==> config.mk <==
export PLATFORM = sky130hd
export DESIGN_NAME = touch_avg_filter
export DESIGN_NICKNAME = d
export VERILOG_FILES = /design/src/rtl/tafl_pkg.sv /design/src/rtl/tafl_sample_conv.sv /design/src/rtl/tafl_burst_ctrl.sv /design/src/rtl/tafl_mid_accum.sv /design/src/rtl/touch_avg_filter.sv
export SDC_FILE = /design/constraint.sdc
export NUM_CORES = 1
export LEC_CHECK = 0
export BUFFER_PORTS_ARGS = -buffer_cell sky130_fd_sc_hd__buf_2
export CORE_MARGIN = 2
export CORE_UTILIZATION = 55
export CTS_CLUSTER_SIZE = 12
export DETAILED_ROUTE_END_ITERATION = 8
export PLACE_DENSITY = 0.8
export SLEW_MARGIN = 40
export SYNTH_ARGS = -nofsm -noshare
export SYNTH_HDL_FRONTEND = slang
export SYNTH_SLANG_ARGS = --single-unit
==> constraint.sdc <==
create_clock -name clk -period 2.9 [get_ports clk]
set_input_delay 0 -clock clk [delete_from_list [all_inputs] [get_ports clk]]
set_output_delay 0 -clock clk [all_outputs]
set_load 0.05 [all_outputs]
==> src/rtl/tafl_pkg.sv <==
package tafl_pkg;

  localparam int COORD_W = 10;
  localparam int SUM_W   = COORD_W + 1;

  typedef enum logic [1:0] {
    ST_IDLE    = 2'd0,
    ST_COLLECT = 2'd1,
    ST_DRAIN   = 2'd2
  } tafl_state_e;

  // Mirror a raw code into screen orientation.
  function automatic logic [COORD_W-1:0] flip_coord(input logic [COORD_W-1:0] raw);
    logic [COORD_W-1:0] full_scale;
    full_scale = '1;
    return full_scale - raw;
  endfunction

  // Floor of the mean of two values whose sum is given at full width.
  function automatic logic [COORD_W-1:0] half_of_sum(input logic [SUM_W-1:0] sum);
    return sum[SUM_W-1:1];
  endfunction

endpackage

==> src/rtl/tafl_sample_conv.sv <==
module tafl_sample_conv
  import tafl_pkg::*;
#(
  parameter int WORD_W  = 32,
  parameter int X_LSB   = 16,
  parameter int Y_LSB   = 0,
  parameter int PEN_BIT = 31
) (
  input  logic [WORD_W-1:0]  word_i,
  output logic [COORD_W-1:0] x_o,
  output logic [COORD_W-1:0] y_o,
  output logic               pen_up_o
);

  logic [COORD_W-1:0] raw_x;
  logic [COORD_W-1:0] raw_y;
  logic               unused_word_bits;

  assign raw_x    = word_i[X_LSB +: COORD_W];
  assign raw_y    = word_i[Y_LSB +: COORD_W];
  assign pen_up_o = word_i[PEN_BIT];
  assign x_o      = flip_coord(raw_x);
  assign y_o      = flip_coord(raw_y);

  // Bits outside the three fields carry no meaning for this block.
  assign unused_word_bits = ^word_i;

endmodule

==> src/rtl/tafl_burst_ctrl.sv <==
module tafl_burst_ctrl
  import tafl_pkg::*;
#(
  parameter int BURST_LEN = 4,
  localparam int CNT_W    = $clog2(BURST_LEN + 1)
) (
  input  logic             clk,
  input  logic             rst_n,
  input  logic             start_i,
  input  logic             ovr_i,
  input  logic             empty_i,
  input  logic             valid_i,
  output logic             ready_o,
  output logic             pop_o,
  output logic             clr_o,
  output logic             finish_o,
  output logic             full_o,
  output logic             collect_o,
  output logic [CNT_W-1:0] idx_o
);

  localparam logic [CNT_W-1:0] LAST_IDX = CNT_W'(BURST_LEN - 1);

  tafl_state_e      state_q;
  logic [CNT_W-1:0] cnt_q;
  logic             idle;

  assign idle      = (state_q == ST_IDLE);
  assign collect_o = (state_q == ST_COLLECT);
  assign clr_o     = idle && start_i;
  assign ready_o   = !idle && !empty_i;
  assign pop_o     = ready_o && valid_i;
  assign full_o    = collect_o && pop_o && (cnt_q == LAST_IDX);
  assign finish_o  = collect_o && (empty_i || full_o);
  assign idx_o     = cnt_q;

  always_ff @(posedge clk or negedge rst_n) begin
    if (!rst_n) begin
      state_q <= ST_IDLE;
      cnt_q   <= '0;
    end else begin
      unique case (state_q)
        ST_IDLE: begin
          cnt_q <= '0;
          if (start_i) state_q <= ovr_i ? ST_DRAIN : ST_COLLECT;
        end
        ST_COLLECT: begin
          if (pop_o) cnt_q <= cnt_q + 1'b1;
          if (finish_o) state_q <= ST_IDLE;
        end
        ST_DRAIN: begin
          if (empty_i) state_q <= ST_IDLE;
        end
        default: state_q <= ST_IDLE;
      endcase
    end
  end


  no_fifth_pop_chk: assert property (@(posedge clk) disable iff (!rst_n)
    full_o |=> !ready_o);


  early_stop_chk: assert property (@(posedge clk) disable iff (!rst_n)
    (collect_o && empty_i) |=> idle);


  drain_until_empty_chk: assert property (@(posedge clk) disable iff (!rst_n)
    (state_q == ST_DRAIN && !empty_i) |=> (state_q == ST_DRAIN));

endmodule

==> src/rtl/tafl_mid_accum.sv <==
module tafl_mid_accum
  import tafl_pkg::*;
#(
  parameter int BURST_LEN = 4,
  localparam int CNT_W    = $clog2(BURST_LEN + 1),
  localparam int MID_A    = BURST_LEN / 2 - 1,
  localparam int MID_B    = BURST_LEN / 2
) (
  input  logic               clk,
  input  logic               rst_n,
  input  logic               clr_i,
  input  logic               pop_i,
  input  logic [CNT_W-1:0]   idx_i,
  input  logic [COORD_W-1:0] x_i,
  input  logic [COORD_W-1:0] y_i,
  output logic [SUM_W-1:0]   sum_x_o,
  output logic [SUM_W-1:0]   sum_y_o
);

  logic take;

  assign take = pop_i && ((idx_i == CNT_W'(MID_A)) || (idx_i == CNT_W'(MID_B)));

  always_ff @(posedge clk or negedge rst_n) begin
    if (!rst_n) begin
      sum_x_o <= '0;
      sum_y_o <= '0;
    end else if (clr_i) begin
      sum_x_o <= '0;
      sum_y_o <= '0;
    end else if (take) begin
      sum_x_o <= sum_x_o + SUM_W'(x_i);
      sum_y_o <= sum_y_o + SUM_W'(y_i);
    end
  end


  no_overflow_chk: assert property (@(posedge clk) disable iff (!rst_n)
    !$past(clr_i) |-> (sum_x_o >= $past(sum_x_o) && sum_y_o >= $past(sum_y_o)));

endmodule

==> src/rtl/touch_avg_filter.sv <==
module touch_avg_filter
  import tafl_pkg::*;
#(
  parameter int BURST_LEN = 4,
  parameter int WORD_W    = 32,
  parameter int X_LSB     = 16,
  parameter int Y_LSB     = 0,
  parameter int PEN_BIT   = 31
) (
  input  logic              clk,
  input  logic              rst_n,
  input  logic              start_i,
  input  logic              fifo_ovr_i,
  input  logic              fifo_empty_i,
  input  logic              smp_valid_i,
  input  logic [WORD_W-1:0] smp_data_i,
  output logic              smp_ready_o,
  output logic              rpt_valid_o,
  output logic              rpt_touch_o,
  output logic [9:0]        rpt_x_o,
  output logic [9:0]        rpt_y_o
);

  localparam int CNT_W = $clog2(BURST_LEN + 1);

  // Internal events brought out as named wires.
  logic               ev_pop;
  logic               ev_clr;
  logic               ev_finish;
  logic               ev_full;
  logic               ev_collect;
  logic               ev_touch;
  logic [CNT_W-1:0]   burst_idx;
  logic [COORD_W-1:0] cur_x;
  logic [COORD_W-1:0] cur_y;
  logic               cur_pen_up;
  logic [SUM_W-1:0]   sum_x;
  logic [SUM_W-1:0]   sum_y;

  logic               valid_q;
  logic               touch_q;
  logic [COORD_W-1:0] x_q;
  logic [COORD_W-1:0] y_q;

  tafl_burst_ctrl #(.BURST_LEN(BURST_LEN)) u_ctrl (
    .clk       (clk),
    .rst_n     (rst_n),
    .start_i   (start_i),
    .ovr_i     (fifo_ovr_i),
    .empty_i   (fifo_empty_i),
    .valid_i   (smp_valid_i),
    .ready_o   (smp_ready_o),
    .pop_o     (ev_pop),
    .clr_o     (ev_clr),
    .finish_o  (ev_finish),
    .full_o    (ev_full),
    .collect_o (ev_collect),
    .idx_o     (burst_idx)
  );

  tafl_sample_conv #(
    .WORD_W (WORD_W),
    .X_LSB  (X_LSB),
    .Y_LSB  (Y_LSB),
    .PEN_BIT(PEN_BIT)
  ) u_conv (
    .word_i  (smp_data_i),
    .x_o     (cur_x),
    .y_o     (cur_y),
    .pen_up_o(cur_pen_up)
  );

  tafl_mid_accum #(.BURST_LEN(BURST_LEN)) u_accum (
    .clk    (clk),
    .rst_n  (rst_n),
    .clr_i  (ev_clr),
    .pop_i  (ev_pop && ev_collect),
    .idx_i  (burst_idx),
    .x_i    (cur_x),
    .y_i    (cur_y),
    .sum_x_o(sum_x),
    .sum_y_o(sum_y)
  );

  // The last word of a full burst is judged as it is popped.
  assign ev_touch = ev_full && !cur_pen_up;

  always_ff @(posedge clk or negedge rst_n) begin
    if (!rst_n) begin
      valid_q <= 1'b0;
      touch_q <= 1'b0;
      x_q     <= '0;
      y_q     <= '0;
    end else begin
      valid_q <= ev_finish;
      if (ev_finish) touch_q <= ev_touch;
      if (ev_touch) begin
        x_q <= half_of_sum(sum_x);
        y_q <= half_of_sum(sum_y);
      end
    end
  end

  assign rpt_valid_o = valid_q;
  assign rpt_touch_o = touch_q;
  assign rpt_x_o     = x_q;
  assign rpt_y_o     = y_q;


  strobe_width_chk: assert property (@(posedge clk) disable iff (!rst_n)
    rpt_valid_o |=> !rpt_valid_o);


  release_hold_chk: assert property (@(posedge clk) disable iff (!rst_n)
    (rpt_valid_o && !rpt_touch_o) |-> ($stable(rpt_x_o) && $stable(rpt_y_o)));


  report_source_chk: assert property (@(posedge clk) disable iff (!rst_n)
    rpt_valid_o |-> $past(ev_collect));


  touch_needs_full_chk: assert property (@(posedge clk) disable iff (!rst_n)
    $rose(rpt_touch_o) |-> rpt_valid_o);

endmodule

==> results of run 1 <==
-- area by class of cell --
class | count | area (um2) | area share, %
clock buffer | 6 | 82.58 | 2.336
clock inverter | 2 | 37.54 | 1.062
inverter | 33 | 123.9 | 3.504
multi-input combinational | 212 | 1677 | 47.43
sequential | 49 | 1226 | 34.69
tap | 72 | 90.09 | 2.549
timing repair buffer | 55 | 297.8 | 8.425
-- cells in the mapped netlist, types with 8 or more instances --
| master | n |
|---|---|
| inv_1 | 33 |
| a21oi_1 | 10 |
| o21ai_0 | 26 |
| nand2_1 | 17 |
| xnor2_1 | 8 |
| dfrtp_1 | 49 |
| nand3_1 | 25 |
| nor2_1 | 8 |
| mux2_4 | 19 |
| ha_1 | 24 |
-- routing by layer --
| metal | GRT usage [%] | wire (um) |
|---|---|---|
| met2 | 33.73 | 2794 |
| met1 | 28.97 | 2904 |
| met3 | 3.636 | 260 |
| met5 | 0 | 0 |
| met4 | 6.379 | 73 |
-- worst max-delay path, delay by kind of cell, from the launching register on --
| kind | cells | cell delay, ps |
|---|---|---|
| compound gates | 4 | 1070 |
| fa+ha+maj | 2 | 630 |
| flops | 1 | 390 |
-- power breakdown --
group	internal, mW	leakage (nW)	switching, mW
logic	0.0665	1.18	0.110
registers	0.693	0.682	0.0115
clock network	0.281	0.0574	0.240
-- state kept, by name (all words and copies together) (netlist names) --
signal           flops
rpt_y_o             10
u_ctrl.state_q       2
u_accum.sum_x_o     11
rpt_x_o             10
u_ctrl.idx_o         3
rpt_valid_o          1
u_accum.sum_y_o     11
rpt_touch_o          1
-- repair_timing --
item,CTS,global route
endpoints found under the hold margin,50,0
endpoints found under the setup margin,0,0
hold buffers,2,0
-- worst min path at each step --
stage / endpoint / depth (start not counted) / slack [ps] / start
floorplan: rpt_touch_o$_DFFE_PN0P_ / 0 / -300 / rst_n
global placement: rpt_y_o[2]$_DFFE_PN0P_ / 1 / 260 / rst_n
detailed placement: u_accum.sum_y_o[3]$_DFFE_PN0P_ / 1 / 60 / rst_n
CTS: u_ctrl.state_q[0]$_DFFE_PN0P_ / 4 / 20 / fifo_ovr_i
global route: u_ctrl.state_q[0]$_DFFE_PN0P_ / 4 / 60 / fifo_ovr_i
finish: u_ctrl.state_q[0]$_DFFE_PN0P_ / 4 / 30 / fifo_ovr_i
-- kinds of logic (layout without fill, tap and decap cells) --
| logic type | after synthesis | in the layout | synth area share [%] |
|---|---|---|---|
| simple gates | 79 | 79 | 13.56 |
| xor+xnor | 8 | 8 | 2.266 |
| fa+ha+maj | 26 | 26 | 11.01 |
| buf+inv | 45 | 96 | 6.111 |
| mux | 25 | 25 | 11.25 |
| flops | 49 | 49 | 39.66 |
| compound gates | 74 | 74 | 16.15 |
-- through the flow --
stage / worst slack [ps] / utilization (%) / power [mW]
after floorplan: 930.5 / - / 0.8318
after global placement: 789.2 / 61.98 / 0.8890
after detailed placement: 755.3 / 62.03 / 0.8934
after CTS: 731.1 / 64.59 / 1.418
after global routing: 485.6 / 64.59 / 1.463
final: 717.1 / 64.59 / 1.402
==> results.ini, run 1 <==
[detailed_routing]
wl_per_cell_um = 14.06
detail_route.first_pass.iterations = 4
drc = 0
postRouteAntennaNets = 0
detail_route.wirelength_um = 6033
first_iter_violations = 122
route.vias.total = 2445
via_per_inst = 5.699

[timing]
whs_ps = 27.63
maxSlewHeadroom_pct = 57.41
setup_tns_ps = 0
setup_violations = 0
skew_ps = 8.046
clock.fmax_mhz = 458.1
hold_viol = 0
rsz0062_at_grt = no
slew_violations = 0
fin_crit_sh_pct = 75.27
period_minus_slack_ps = 2183
tightestPinTransition_ps = 638.8

[cts]
cts_tree = yes
numClockSinks = 49
clock_latency_ps = 310
cts-buffers-inserted = 5
clk_path_buf_depth = 2
clk_pin_slew_worst_paths_ps = 90
postCtsSetupBuffers = 0
ctsResizeCount = 0
h-tree-depth = 2
cts-root-buf = clkbuf_8

[global_routing]
antenna_found_initial = 0
grt_max_degree = 50
overflow = 0
grt_pass1_vias = 2329
grt_usage_pct = 20.94
grt_pass1_wl_um = 10490

[setup_path]
rrSetupSlack_ps = 720
arrival_ps = 2410
cp_max_fo = 3
max_stage_delay_ps = 460
crit_start = u_accum.sum_x_o[0]$_DFFE_PN0P_
rr_worst_depth = 6
cp-start-kind = register
critical_path.cell_chain = ha_1, fa_1, a21oi_1, o2111ai_1, a2111o_1, o211ai_1
cpMaxStageDelayCell = a2111o_1
r2r-start = u_accum.sum_x_o[0]$_DFFE_PN0P_
required_ps = 3130
endpoint = u_accum.sum_x_o[8]$_DFFE_PN0P_
cp-end-kind = register
path_class = reg2reg
rr_endpoint = u_accum.sum_x_o[8]$_DFFE_PN0P_

[power_and_ir_drop]
vdd_ir_drop_max_v = 0.0002958
power.density_nw_per_um2 = 396.7
power_leakage_nw = 1.923

[cells_and_area]
num-nets-final = 420
final_cell_area_um2 = 3535
fill_cells = 483
drive_above_1_share_pct = 24.37
layout_commonest_cell = dfrtp_1
area_delta_synth_final_pct = 14.33
final_cell_mix = dfrtp_1, buf_2, inv_1, o21ai_0, nand3_1
diodes = 0
layout.cells.non_filler = 429

[yosys]
synth_fp_nets = 370
synthTopCellsByArea = dfrtp_1, ha_1, mux2_4
synth.largest_area_cell = dfrtp_1
synthCells = 306
ys_warn_count = 0
synth_edf_count = 0
synth_area_um2 = 3092
ys_seq_elements = 49
synth-main-ff-cell = dfrtp_1
async_flop_share_pct = 100.0
yosysTopAreaCellShare_pct = 39.66
synth_seq_area_share_pct = 39.66
avgSynthCellArea_um2 = 10.10
ys_types = 46

[floorplan]
die_x_um = 78.98
dieArea_um2 = 6237
start_util_pct = 56.49
ios = 61
core_area_um2 = 5473
fp.dieH_um = 78.98
rows = 27

[hold_path]
hp-class = in2reg

[placed_design]
io_buffers = 49
post-place-cells = 419
place_area_um2 = 3395
place.gp.congestion = 0.8564
dpl.hpwl_um = 4244

[status]
status = completed

[flow_run]
cap_violations = 0

No activity file was read; power rests on OpenSTA's default activity.
==> run 2, diff against run 1 <==
Clock period 2.9 ns to 2.04 ns, I/O delays scaled along.
==> results.ini, run 2 (synthesis gave the netlist of run 1 again) <==
[status]
status = completed  ; unchanged

[placed_design]
place_area_um2 = 3502  ; was 3395 um2
io_buffers = 49  ; unchanged
dpl.hpwl_um = 4698  ; was 4244 um
place.gp.congestion = 0.8671  ; was 0.8564
post-place-cells = 430  ; was 419
dp_slack_ps = -79.82  ; was 755.3 ps

[setup_path]
required_ps = 2240  ; was 3130 ps
cp_max_fo = 4  ; was 3
cpLargestDelayFamily = compound AO/OA/AOI/OAI gates  ; unchanged
r2r-start = u_accum.sum_y_o[0]$_DFFE_PN0P_  ; was u_accum.sum_x_o[0]$_DFFE_PN0P_
cpMaxStageDelayCell = dfrtp_1  ; was a2111o_1
critical_path.cell_chain = ha_1, fa_2, a21oi_2, o2111ai_4, a21o_1, a211o_1  ; was ha_1, fa_1, a21oi_1, o2111ai_1, a2111o_1, o211ai_1
max_stage_delay_ps = 400  ; was 460 ps
cp-end-kind = register  ; unchanged
critPathBufInv = 0  ; unchanged
cp-start-kind = register  ; unchanged
arrival_ps = 2140  ; was 2410 ps
path_class = reg2reg  ; unchanged
crit_start = u_accum.sum_y_o[0]$_DFFE_PN0P_  ; was u_accum.sum_x_o[0]$_DFFE_PN0P_

[cells_and_area]
fill_cells = 450  ; was 483
seqCellArea_um2 = 1226  ; unchanged
area_delta_synth_final_pct = 18.98  ; was 14.33%
diodes = 0  ; unchanged
layout.cells.non_filler = 442  ; was 429
drive_above_1_share_pct = 29.19  ; was 24.37%
reg_top3 = u_accum.sum_x_o x11, u_accum.sum_y_o x11  ; unchanged
num-nets-final = 433  ; was 420
final_cell_mix = buf_2, dfrtp_1, inv_1, o21ai_0, nand3_1  ; was dfrtp_1, buf_2, inv_1, o21ai_0, nand3_1
multi_input_area_um2 = 1730  ; was 1677 um2
final_cell_area_um2 = 3679  ; was 3535 um2

[cts]
clk_path_buf_depth = 2  ; unchanged
h-tree-depth = 2  ; unchanged
cts_tree = yes  ; unchanged
clk_pin_slew_worst_paths_ps = 100  ; was 90 ps
numClockSinks = 49  ; unchanged
clock_latency_ps = 320  ; was 310 ps
cts-root-buf = clkbuf_8  ; unchanged
cts-buffers-inserted = 5  ; unchanged

[floorplan]
core_area_um2 = 5473  ; unchanged
fp.dieH_um = 78.98  ; unchanged
start_util_pct = 56.49  ; unchanged
dieArea_um2 = 6237  ; unchanged
die_x_um = 78.98  ; unchanged
ios = 61  ; unchanged
rows = 27  ; unchanged

[detailed_routing]
first_iter_violations = 112  ; was 122
route.vias.total = 2542  ; was 2445
drc = 0  ; unchanged
wl_per_cell_um = 14.91  ; was 14.06 um
detail_route.first_pass.iterations = 4  ; unchanged
postRouteAntennaNets = 0  ; unchanged
detail_route.wirelength_um = 6591  ; was 6033 um
via_per_inst = 5.751  ; was 5.699

[timing]
clock.fmax_mhz = 515.4  ; was 458.1 MHz
fin_ws_ps = 99.58  ; was 717.1 ps
rsz0062_at_grt = no  ; unchanged
period_minus_slack_ps = 1940  ; was 2183 ps
setup_violations = 0  ; unchanged
slew_violations = 0  ; unchanged
whs_ps = 30.44  ; was 27.63 ps
skew_ps = 7.130  ; was 8.046 ps
maxSlewHeadroom_pct = 58.56  ; was 57.41%
hold_viol = 0  ; unchanged
tightestPinTransition_ps = 615.1  ; was 638.8 ps
fin_crit_sh_pct = 95.12  ; was 75.27%

[global_routing]
antenna_found_initial = 0  ; unchanged
overflow = 0  ; unchanged
grt_pass1_wl_um = 11180  ; was 10490 um
grt_usage_pct = 22.60  ; was 20.94%
grt_max_degree = 33  ; was 50
grt_pass1_vias = 2407  ; was 2329

[power_and_ir_drop]
vdd_ir_drop_max_v = 0.0003330  ; was 0.0002958 V
power.density_nw_per_um2 = 508.4  ; was 396.7 nW/um2
power_leakage_nw = 1.984  ; was 1.923 nW
power_mw = 1.870  ; was 1.402 mW

[hold_path]
holdCritStartpoint = start_i  ; was fifo_ovr_i
hp-class = in2reg  ; unchanged

[flow_run]
cap_violations = 0  ; unchanged

## run 2: cell types whose count changed in the layout (fill, tap and decap cells not counted), sizes merged
| cell | delta |
|---|---|
| clkinvlp | +1 |
| dlygate4sd3 | +1 |
| buf | +12 |
| bufinv | -1 |
## run 2: worst reg2reg max path: cells and delay by family (launching register included)
kind / cells / cell delay [ps]
adder cells (fa/ha/maj): 2 / 590
AO/OA/AOI/OAI: 4 / 830
flip-flops: 1 / 400
## run 2: final cells by class
class                           instances  area share, %
Multi-Input combinational cell        212          47.04
Timing Repair Buffer                   68          11.43
Tap cell                               72          2.449
Sequential cell                        49          33.33
Inverter                               33          3.367
Clock buffer                            6          1.973
Clock inverter                          2         0.4082
## run 2: per-layer routing
metal  vias up  wire length [um]  track usage (%)
li1       1237                 -                -
met1      1233              3025            31.90
met2        64              3154            35.42
met3         8               318            4.886
met4         0                92            6.034
met5         -                 0                0
## run 2: timing repair
item                       in CTS  in global routing
hold buffers                    3                  0
gates resized for setup         4                  7
setup endpoints to repair       3                  8
pin swaps                       1                  3
hold endpoints to repair       19                  0
gates cloned                    0                  0
setup buffers                   0                  1
## run 2: per-stage QoR
| stage | TNS, ps | utilization, % |
|---|---|---|
| finish | 0 | 67.22 |
| CTS | 0 | 66.44 |
| global placement | 0 | 63.95 |
| detailed placement | -79.82 | 63.99 |
| floorplan | 0 | - |
| global route | 0 | 67.22 |
## run 2: path summary, 6_finish.rpt
| kind | depth (start not counted) | slack [ps] | endpoint |
|---|---|---|---|
| min in group asynchronous | 2 | 130 | rpt_y_o[4]$_DFFE_PN0P_ |
| min | 4 | 30 | u_ctrl.state_q[1]$_DFFE_PN0P_ |
| min reg2reg | 1 | 480 | u_accum.sum_y_o[10]$_DFFE_PN0P_ |
| max reg2reg | 6 | 100 | u_accum.sum_y_o[8]$_DFFE_PN0P_ |
| max | 6 | 100 | u_accum.sum_y_o[8]$_DFFE_PN0P_ |
| max in group asynchronous | 3 | 1150 | u_accum.sum_x_o[6]$_DFFE_PN0P_ |
## run 2: power by group
group          switching (mW)  total (mW)  leakage [nW]  internal [mW]
Sequential             0.0136       0.999         0.682          0.986
Clock                   0.352       0.594        0.0374          0.242
Combinational           0.170       0.277          1.26          0.107
